[src/rtl/osr_rx_pkg.sv]
package osr_rx_pkg;
    localparam int OSR       = 3;
    localparam int DATA_BITS = 8;
    localparam int STOP_SMP  = 2;
    localparam int FRAME_LEN = OSR + OSR * DATA_BITS + STOP_SMP;
    localparam int IDX_W     = $clog2(FRAME_LEN);
    localparam int MID_OFS   = 1;

    typedef enum logic {
        ST_IDLE = 1'b0,
        ST_CAP  = 1'b1
    } cap_st_e;
endpackage

[src/rtl/osr_rx_tick.sv]
module osr_rx_tick #(
    parameter int DIV_W = 8
) (
    input  logic             clk,
    input  logic             rst_n,
    input  logic             en,
    input  logic [DIV_W-1:0] div,
    output logic             tick
);
    localparam int CW = DIV_W + 1;

    typedef struct packed {
        logic [CW-1:0] cnt;
        logic          tick;
    } tick_t;

    tick_t cur_q, nxt_d;
    logic [CW-1:0] limit;

    always_comb begin
        limit = {div, 1'b1};
        nxt_d = cur_q;
        nxt_d.tick = 1'b0;
        if (!en) begin
            nxt_d.cnt = '0;
        end else if (cur_q.cnt == limit) begin
            nxt_d.cnt  = '0;
            nxt_d.tick = 1'b1;
        end else begin
            nxt_d.cnt = cur_q.cnt + CW'(1);
        end
    end

    always_ff @(posedge clk or negedge rst_n) begin
        if (!rst_n) cur_q <= '0;
        else        cur_q <= nxt_d;
    end

    assign tick = cur_q.tick;


    tick_spacing_chk: assert property (@(posedge clk) disable iff (!rst_n)
        tick |=> !tick);

    tick_halt_chk: assert property (@(posedge clk) disable iff (!rst_n)
        !en |=> !tick);
endmodule

[src/rtl/osr_rx_frame.sv]
module osr_rx_frame
    import osr_rx_pkg::*;
(
    input  logic                 clk,
    input  logic                 rst_n,
    input  logic                 en,
    input  logic                 tick,
    input  logic                 rx,
    output logic                 done,
    output logic [DATA_BITS-1:0] data
);
    typedef struct packed {
        logic                 sync1;
        logic                 sync2;
        logic                 prev;
        cap_st_e              st;
        logic [IDX_W-1:0]     idx;
        logic [FRAME_LEN-1:0] shreg;
        logic                 done;
        logic [DATA_BITS-1:0] data;
    } frm_t;

    localparam frm_t FRM_RST = '{sync1: 1'b1, sync2: 1'b1, prev: 1'b0,
                                 st: ST_IDLE, idx: '0, shreg: '1,
                                 done: 1'b0, data: '0};

    frm_t cur_q, nxt_d;
    logic smp;
    logic [FRAME_LEN-1:0] shifted;

    always_comb begin
        nxt_d       = cur_q;
        nxt_d.sync1 = rx;
        nxt_d.sync2 = cur_q.sync1;
        nxt_d.done  = 1'b0;
        smp         = cur_q.sync2;
        shifted     = {smp, cur_q.shreg[FRAME_LEN-1:1]};
        if (!en) begin
            nxt_d.st   = ST_IDLE;
            nxt_d.idx  = '0;
            nxt_d.prev = 1'b0;
        end else if (tick) begin
            nxt_d.prev = smp;
            unique case (cur_q.st)
                ST_IDLE: begin
                    if (cur_q.prev && !smp) begin
                        nxt_d.st    = ST_CAP;
                        nxt_d.idx   = IDX_W'(1);
                        nxt_d.shreg = shifted;
                    end
                end
                ST_CAP: begin
                    nxt_d.shreg = shifted;
                    if (cur_q.idx == IDX_W'(FRAME_LEN - 1)) begin
                        nxt_d.st   = ST_IDLE;
                        nxt_d.idx  = '0;
                        nxt_d.done = 1'b1;
                        for (int k = 0; k < DATA_BITS; k++) begin
                            nxt_d.data[k] = shifted[OSR + OSR * k + MID_OFS];
                        end
                    end else begin
                        nxt_d.idx = cur_q.idx + IDX_W'(1);
                    end
                end
                default: nxt_d.st = ST_IDLE;
            endcase
        end
    end

    always_ff @(posedge clk or negedge rst_n) begin
        if (!rst_n) cur_q <= FRM_RST;
        else        cur_q <= nxt_d;
    end

    assign done = cur_q.done;
    assign data = cur_q.data;


    abort_idle_chk: assert property (@(posedge clk) disable iff (!rst_n)
        !en |=> (cur_q.st == ST_IDLE) && !done);

    idx_range_chk: assert property (@(posedge clk) disable iff (!rst_n)
        cur_q.idx < IDX_W'(FRAME_LEN));

    done_after_cap_chk: assert property (@(posedge clk) disable iff (!rst_n)
        done |-> $past(cur_q.st == ST_CAP) && $past(tick));
endmodule

[src/rtl/osr_rx_fifo.sv]
module osr_rx_fifo #(
    parameter int DEPTH = 8,
    parameter int W     = 8
) (
    input  logic         clk,
    input  logic         rst_n,
    input  logic         push,
    input  logic [W-1:0] push_data,
    input  logic         rd_en,
    output logic [W-1:0] rd_data,
    output logic         not_empty,
    output logic         ovf,
    output logic         unf
);
    localparam int AW = $clog2(DEPTH);
    localparam int CW = AW + 1;

    typedef struct packed {
        logic [DEPTH-1:0][W-1:0] mem;
        logic [AW-1:0]           wp;
        logic [AW-1:0]           rp;
        logic [CW-1:0]           cnt;
        logic                    ovf;
        logic                    unf;
    } fifo_t;

    fifo_t cur_q, nxt_d;
    logic do_pop, do_push, full, empty;

    always_comb begin
        nxt_d   = cur_q;
        empty   = (cur_q.cnt == '0);
        full    = (cur_q.cnt == CW'(DEPTH));
        do_pop  = rd_en && !empty;
        do_push = push && (!full || do_pop);
        if (do_push) begin
            nxt_d.mem[cur_q.wp] = push_data;
            nxt_d.wp            = cur_q.wp + AW'(1);
        end
        if (do_pop) nxt_d.rp = cur_q.rp + AW'(1);
        nxt_d.cnt = cur_q.cnt + CW'(do_push) - CW'(do_pop);
        if (push && full && !do_pop) nxt_d.ovf = 1'b1;
        if (rd_en && empty)          nxt_d.unf = 1'b1;
    end

    always_ff @(posedge clk or negedge rst_n) begin
        if (!rst_n) cur_q <= '0;
        else        cur_q <= nxt_d;
    end

    assign rd_data   = cur_q.mem[cur_q.rp];
    assign not_empty = (cur_q.cnt != '0);
    assign ovf       = cur_q.ovf;
    assign unf       = cur_q.unf;


    depth_bound_chk: assert property (@(posedge clk) disable iff (!rst_n)
        cur_q.cnt <= CW'(DEPTH));

    ovf_sticky_chk: assert property (@(posedge clk) disable iff (!rst_n)
        ovf |=> ovf);

    unf_sticky_chk: assert property (@(posedge clk) disable iff (!rst_n)
        unf |=> unf);

    empty_read_chk: assert property (@(posedge clk) disable iff (!rst_n)
        (!not_empty && rd_en && !push) |=> !not_empty && unf);
endmodule

[src/rtl/osr_uart_rx.sv]
module osr_uart_rx
    import osr_rx_pkg::*;
#(
    parameter int DIV_W = 8,
    parameter int DEPTH = 8
) (
    input  logic             clk,
    input  logic             rst_n,
    input  logic             en,
    input  logic [DIV_W-1:0] div,
    input  logic             rx,
    input  logic             rd_en,
    output logic [7:0]       rd_data,
    output logic             not_empty,
    output logic             ovf,
    output logic             unf
);
    logic                 tick;
    logic                 frm_done;
    logic [DATA_BITS-1:0] frm_data;

    osr_rx_tick #(.DIV_W(DIV_W)) u_tick (
        .clk   (clk),
        .rst_n (rst_n),
        .en    (en),
        .div   (div),
        .tick  (tick)
    );

    osr_rx_frame u_frame (
        .clk   (clk),
        .rst_n (rst_n),
        .en    (en),
        .tick  (tick),
        .rx    (rx),
        .done  (frm_done),
        .data  (frm_data)
    );

    osr_rx_fifo #(.DEPTH(DEPTH), .W(DATA_BITS)) u_fifo (
        .clk       (clk),
        .rst_n     (rst_n),
        .push      (frm_done),
        .push_data (frm_data),
        .rd_en     (rd_en),
        .rd_data   (rd_data),
        .not_empty (not_empty),
        .ovf       (ovf),
        .unf       (unf)
    );
endmodule

[config.mk]
export PLATFORM = sky130hd
export DESIGN_NAME = osr_uart_rx
export DESIGN_NICKNAME = d
export VERILOG_FILES = /design/src/rtl/osr_rx_pkg.sv /design/src/rtl/osr_rx_tick.sv /design/src/rtl/osr_rx_frame.sv /design/src/rtl/osr_rx_fifo.sv /design/src/rtl/osr_uart_rx.sv
export SDC_FILE = /design/constraint.sdc
export NUM_CORES = 1
export LEC_CHECK = 0
export BUFFER_PORTS_ARGS = -buffer_cell sky130_fd_sc_hd__buf_2
export CORE_MARGIN = 3
export CORE_UTILIZATION = 35
export DETAILED_ROUTE_END_ITERATION = 7
export SYNTH_ARGS = -nofsm -noshare
export SYNTH_HDL_FRONTEND = slang
export SYNTH_HIERARCHICAL = 1
export SYNTH_SLANG_ARGS = --single-unit
export TNS_END_PERCENT = 20
[constraint.sdc]
create_clock -name clk -period 4 [get_ports clk]
set_input_delay 0.8 -clock clk [delete_from_list [all_inputs] [get_ports clk]]
set_output_delay 0.8 -clock clk [all_outputs]
set_load 0.02 [all_outputs]
After elaboration in Yosys (flattened, before gate mapping)

Index checks and enable logic that the tools add are counted.

Register bits after elaboration: 133
Bits in latches: 0
Memory bits (writable): 0
Memory bits (read-only): 0
Bits of input ports: 13
Output and inout bits: 11
Logic and storage cells: 74
Memories: 0

$add $sub $neg: 6
Multipliers: 0
Divide/modulo/power cells: 0
Magnitude comparators: 3
Equal/unequal tests: 6
Shifts and indexed selects: 0
Muxes and demuxes: 18
Bitwise operators: 1
Reductions and logical operators: 17

Operators with widths:

| kind                                                                 | count |
|---|---|
| 35-bit one-hot mux with 2 select lines                               | 1 |
| 64-bit bitwise mux                                                   | 1 |
| 45-bit two-way mux                                                   | 1 |
| 9-bit two-way mux                                                    | 5 |
| 35-bit two-way mux                                                   | 1 |
| 8-bit binary-select mux with 3-bit select                            | 1 |
| 8-bit demux with 3-bit select                                        | 1 |
| 8-bit two-way mux                                                    | 2 |
| 9-bit by 1-bit adder with 9-bit output, second input constant        | 1 |
| 9-bit == test                                                        | 1 |
| 3-bit by 4-bit < comparator with 1-bit output, second input constant | 2 |
| 1-bit logical AND                                                    | 7 |
| 7-bit two-way mux                                                    | 1 |
| 3-bit by 1-bit adder with 3-bit output, second input constant        | 2 |
| 5-bit by 1-bit adder with 5-bit output, second input constant        | 1 |
| 5-bit == test, second input constant                                 | 1 |
| 5-bit two-way mux                                                    | 1 |
| 4-bit by 1-bit adder with 4-bit output                               | 1 |
| 4-bit == test, second input constant                                 | 1 |
| 1-bit zero test                                                      | 4 |
| 4-bit zero test                                                      | 1 |
| 2-bit by 1-bit != test with 1-bit output, second input constant      | 2 |
| 4-bit AND reduction                                                  | 1 |
| 4-bit nonzero test                                                   | 1 |
| 8 further kinds                                                      | 10 |

Depth between registers and ports, before layout

Depth in word-level cells: 7
Depth in mapped cells: 11
Gate-level depth less buffers: 11

Modules after synthesis

The synthesis kept the hierarchy.

By module, submodules not included:

| module       | instances | cells an instance | area an instance (um^2) | sequential area each (um^2) |
|---|---|---|---|---|
| osr_rx_fifo  | 1         | 231               | 3649.8                  | 1901.8 |
| osr_rx_frame | 1         | 119               | 1813.0                  | 1083.5 |
| osr_rx_tick  | 1         | 53                | 550.5                   | 250.2 |

Least setup slack after synthesis

Ideal clock, no wire load.

Path type: reg-to-output
From: register u_fifo/cur_q[6] (netlist name)
To: output rd_data[0]
Data arrival time: 1.724 ns
Required time: 3.200 ns
Setup slack: 1.476 ns
Stages on the path, launching flop included: 5
Path buffers: 2
Path through: dfrtp_1 > buf_2 > buf_2 > mux4_2 > mux2_2

Word-level cells in the longest chain between the ends: 2

Ends and longest elaborated chain:

| item                                      | RTL line          | source |
|---|---|---|
| start: declaration                        | osr_rx_fifo.sv:27 | `fifo_t cur_q, nxt_d;` |
| start signal: assignment                  | osr_rx_fifo.sv:48 | `else cur_q <= nxt_d;` |
| 8-bit binary-select mux with 3-bit select | osr_rx_fifo.sv:51 | `assign rd_data = cur_q.mem[cur_q.rp];` |
| 8-bit two-way mux (implied by the code)   | osr_rx_fifo.sv:51 |  |
| end: declaration                          | osr_uart_rx.sv:13 | `output logic [7:0] rd_data,` |

Every way passes these cells. The select of a mux whose other input is x is not followed.

Worst setup path in the final report

From: register u_fifo/cur_q[7] (netlist name)
To: output rd_data[3]

Same word-level chain as after synthesis.

==> flow_summary.json <==
{
  "synth_top_family_by_area": "multiplexers",
  "drive_above_1_share": 0.514,
  "yosys_warnings": 6,
  "synth_ff_type": "dfrtp_1",
  "endpoint_kind": "primary output",
  "clockBufferDepth": 2,
  "cts_resized": 0,
  "power_density_mw_per_mm2": 483,
  "clk_latency_ps": 410,
  "async_reset_ff_frac": 1.00,
  "drcViolationCount": 0,
  "critical_path.cell_chain": "mux4_2, mux2_2, buf_2",
  "synth-edff-count": 0,
  "clock_tree.root_cell": "clkbuf_16",
  "route.detailed.vias_per_inst": 4.96,
  "initial_core_util": 0.360,
  "final_hold_viol_count": 0,
  "relSlewSlack": 0.411,
  "port-buffer-count": 23,
  "area_after_detailed_placement_mm2": 0.00626,
  "static-leakage-power_nw": 3.10,
  "clock.fmax_mhz": 333,
  "floorplan.die_area_mm2": 0.0188,
  "path_buf_inv": 1,
  "synth_compound_area_frac": 0.0472,
  "final_max_slew_viol_count": 0,
  "synth.avg_cell_area_um2": 14.9,
  "cts_num_sinks": 128,
  "ys_seq_area_frac": 0.538,
  "crit_path_start": "u_fifo/cur_q[7]",
  "design.portCount": 24,
  "netlist_top_cells_area": "dfrtp_1 (42%), mux2_2 (18%), dfstp_2 (11%)",
  "critical_path_s_top_delay_family": "flip-flops",
  "synth.distinct_cells": 53,
  "synth_seq_cells": 128,
  "setup_viol": 0,
  "final.hold.worst_slack_ps": 358,
  "ff2ff_setup_slack_ps": 1370,
  "numCtsBuffers": 17,
  "arrival_ps": 2200,
  "final_nets": 449,
  "synth.area.mux_share": 0.265,
  "gpl.final_weighted_congestion": 0.709,
  "type_of_the_worst_setup_path": "flop to primary output",
  "synth_top_cell_area_share": 0.424,
  "fin_area_mm2": 0.00683,
  "rows": 47,
  "hpwlAfterDp_um": 6830,
  "tritoncts": "done",
  "post_drt_wl_per_cell_um": 16.2,
  "maxCapViolations": 0,
  "grt-ovfl-total": 0,
  "clock-skew-final_ps": 16.0,
  "final.min_clock_period_ps": 3000,
  "cpMaxStageDelayCell": "dfrtp_1",
  "synthesis.area_mm2": 0.00601,
  "drt.antenna.violating_nets": 0,
  "min-delay-start": "u_frame/cur_q[46]",
  "whs_path_depth": 0,
  "flow.area_growth_from_synthesis_pct": 13.5,
  "post_layout_nonfiller_instances": 656,
  "detailedPlace.worstSlack_ps": 1370,
  "cts.repair_timing.setup_buffer_count": 0,
  "die_width_um": 137,
  "placed_cells": 625,
  "result_of_the_run": "finished, final reports clean",
  "worst-path-max-fanout": 18,
  "syn-num-nets": 428,
  "synthSimpleGateAreaFrac": 0.0518,
  "chip_height_um": 137,
  "first_iter_violations": 116,
  "max_slew.worst_pin.slew_ps": 884,
  "grt_setup_unrepaired": "false",
  "antennaDiodeCount": 0,
  "vias_post_dr": 3252,
  "core_region_area_mm2": 0.0167,
  "cell_taking_the_most_area_after_synthesis": "dfrtp_1",
  "clock_transition_at_the_registers_of_the_reported_paths_ps": 60,
  "timing.hold.worst.class": "flop to flop",
  "track_usage": 0.124,
  "antenna_violations_before_repair": 0,
  "cts.hold.buffers_added": 0,
  "vdd.ir_drop.worst_mv": 0.295,
  "final.period_utilization": 0.750,
  "delay_contributed_by_the_slowest_stage_of_the_critical_path_ps": 920,
  "ff2ff_path_depth": 10,
  "pin_count_of_the_biggest_net_entering_global_routing": 72,
  "first_drt_pass_iteration_count": 4,
  "h-tree-depth": 4,
  "synthAdderAreaFrac": 0.0262,
  "grt_pass1_vias": 3388,
  "crit-reg2reg-launch": "u_fifo/cur_q[4]",
  "postRouteWirelength_um": 10600,
  "synth_xor_xnor_area_share": 0.0318,
  "finalWorstSetupSlack_ps": 1000,
  "grt_pass1_wl_um": 17800,
  "instance_count_on_the_critical_path": 3,
  "setup-tns-final_ps": 0,
  "cp_data_required_time_ps": 3200,
  "cp-start-kind": "flop",
  "syn_inst": 403
}
layout by cell type, fill, tap and decap left out, types with 5 or more instances in the layout:
cell type,netlist,final
buf_2,5,22
clkbuf_16,0,17
dfrtp_1,102,102
dfstp_2,26,26
ha_1,11,11
inv_1,15,15
mux2_2,96,96
mux2_4,8,8
mux4_2,16,16
nand2_1,5,5
nand3_1,10,10
nor2_1,14,14
xnor2_1,16,16
per-layer routing:
layer | up-vias | track usage | wire length, µm
met3 | 5 | 0.0357 | 322
met1 | 1712 | 0.158 | 4870
met5 | - | 0 | 0
li1 | 1496 | - | -
met2 | 39 | 0.203 | 5370
met4 | 0 | 0.0405 | 68
Yosys cell counts (all sizes together), types with 2 or more instances:
library cell,count
a21oi,6
a31oi,2
and3,2
and4bb,2
buf,20
clkbuf,5
dfrtp,102
dfstp,26
ha,11
inv,15
mux2,105
mux2i,2
mux4,16
nand2,5
nand3,10
nand3b,3
nand4,5
nand4b,2
nor2,14
nor2b,4
o2111ai,2
o211ai,3
o21ai,5
or3b,2
xnor2,17
xor2,4
sequential cells by signal (all words and copies together), names as in the netlist:
| register | cells |
|---|---|
| u_frame/data | 8 |
| u_fifo/ovf | 1 |
| u_fifo/cur_q | 74 |
| u_tick/cur_q | 9 |
| u_frame/smp | 1 |
| u_tick/tick | 1 |
| u_frame/cur_q | 32 |
| u_frame/done | 1 |
| u_fifo/unf | 1 |
where the power goes:
| part | leakage [nW] | internal, mW | switching [mW] |
|---|---|---|---|
| logic | 1.16 | 0.194 | 0.216 |
| registers | 1.67 | 1.34 | 0.0978 |
| clock network | 0.268 | 0.884 | 0.561 |
| total | 3.10 | 2.42 | 0.875 |
worst paths after layout:
kind                                     end
max reg2reg                  u_fifo/cur_q[3]
min reg2reg                      u_frame/smp
max in group asynchronous  u_frame/cur_q[19]
min                              u_frame/smp
max                               rd_data[3]
min in group asynchronous    u_fifo/cur_q[3]
cells by family after synthesis:
family,count (synthesis)
xor gates and xnor gates,21
buffers and inverters,40
and+or+nand+nor,52
adders and majority gates,12
AOI/OAI and AO/OA,27
muxes,123
DFF,128
area by class of cell:
| type | instances | area (µm²) |
|---|---|---|
| Sequential cell | 128 | 3240 |
| Clock buffer | 19 | 453 |
| Inverter | 15 | 56.3 |
| Fill cell | 1534 | 9870 |
| Timing Repair Buffer | 27 | 160 |
| Tap cell | 220 | 275 |
| Clock inverter | 12 | 110 |
| Multi-Input combinational cell | 235 | 2540 |
per-stage QoR:
stage	utilization	total power [mW]
finish	0.409	3.30
global route	0.409	3.47
CTS	0.409	3.35
detailed placement	0.375	1.89
global placement	0.375	1.87
floorplan	-	1.76
(Power assumes the default switching activity.)
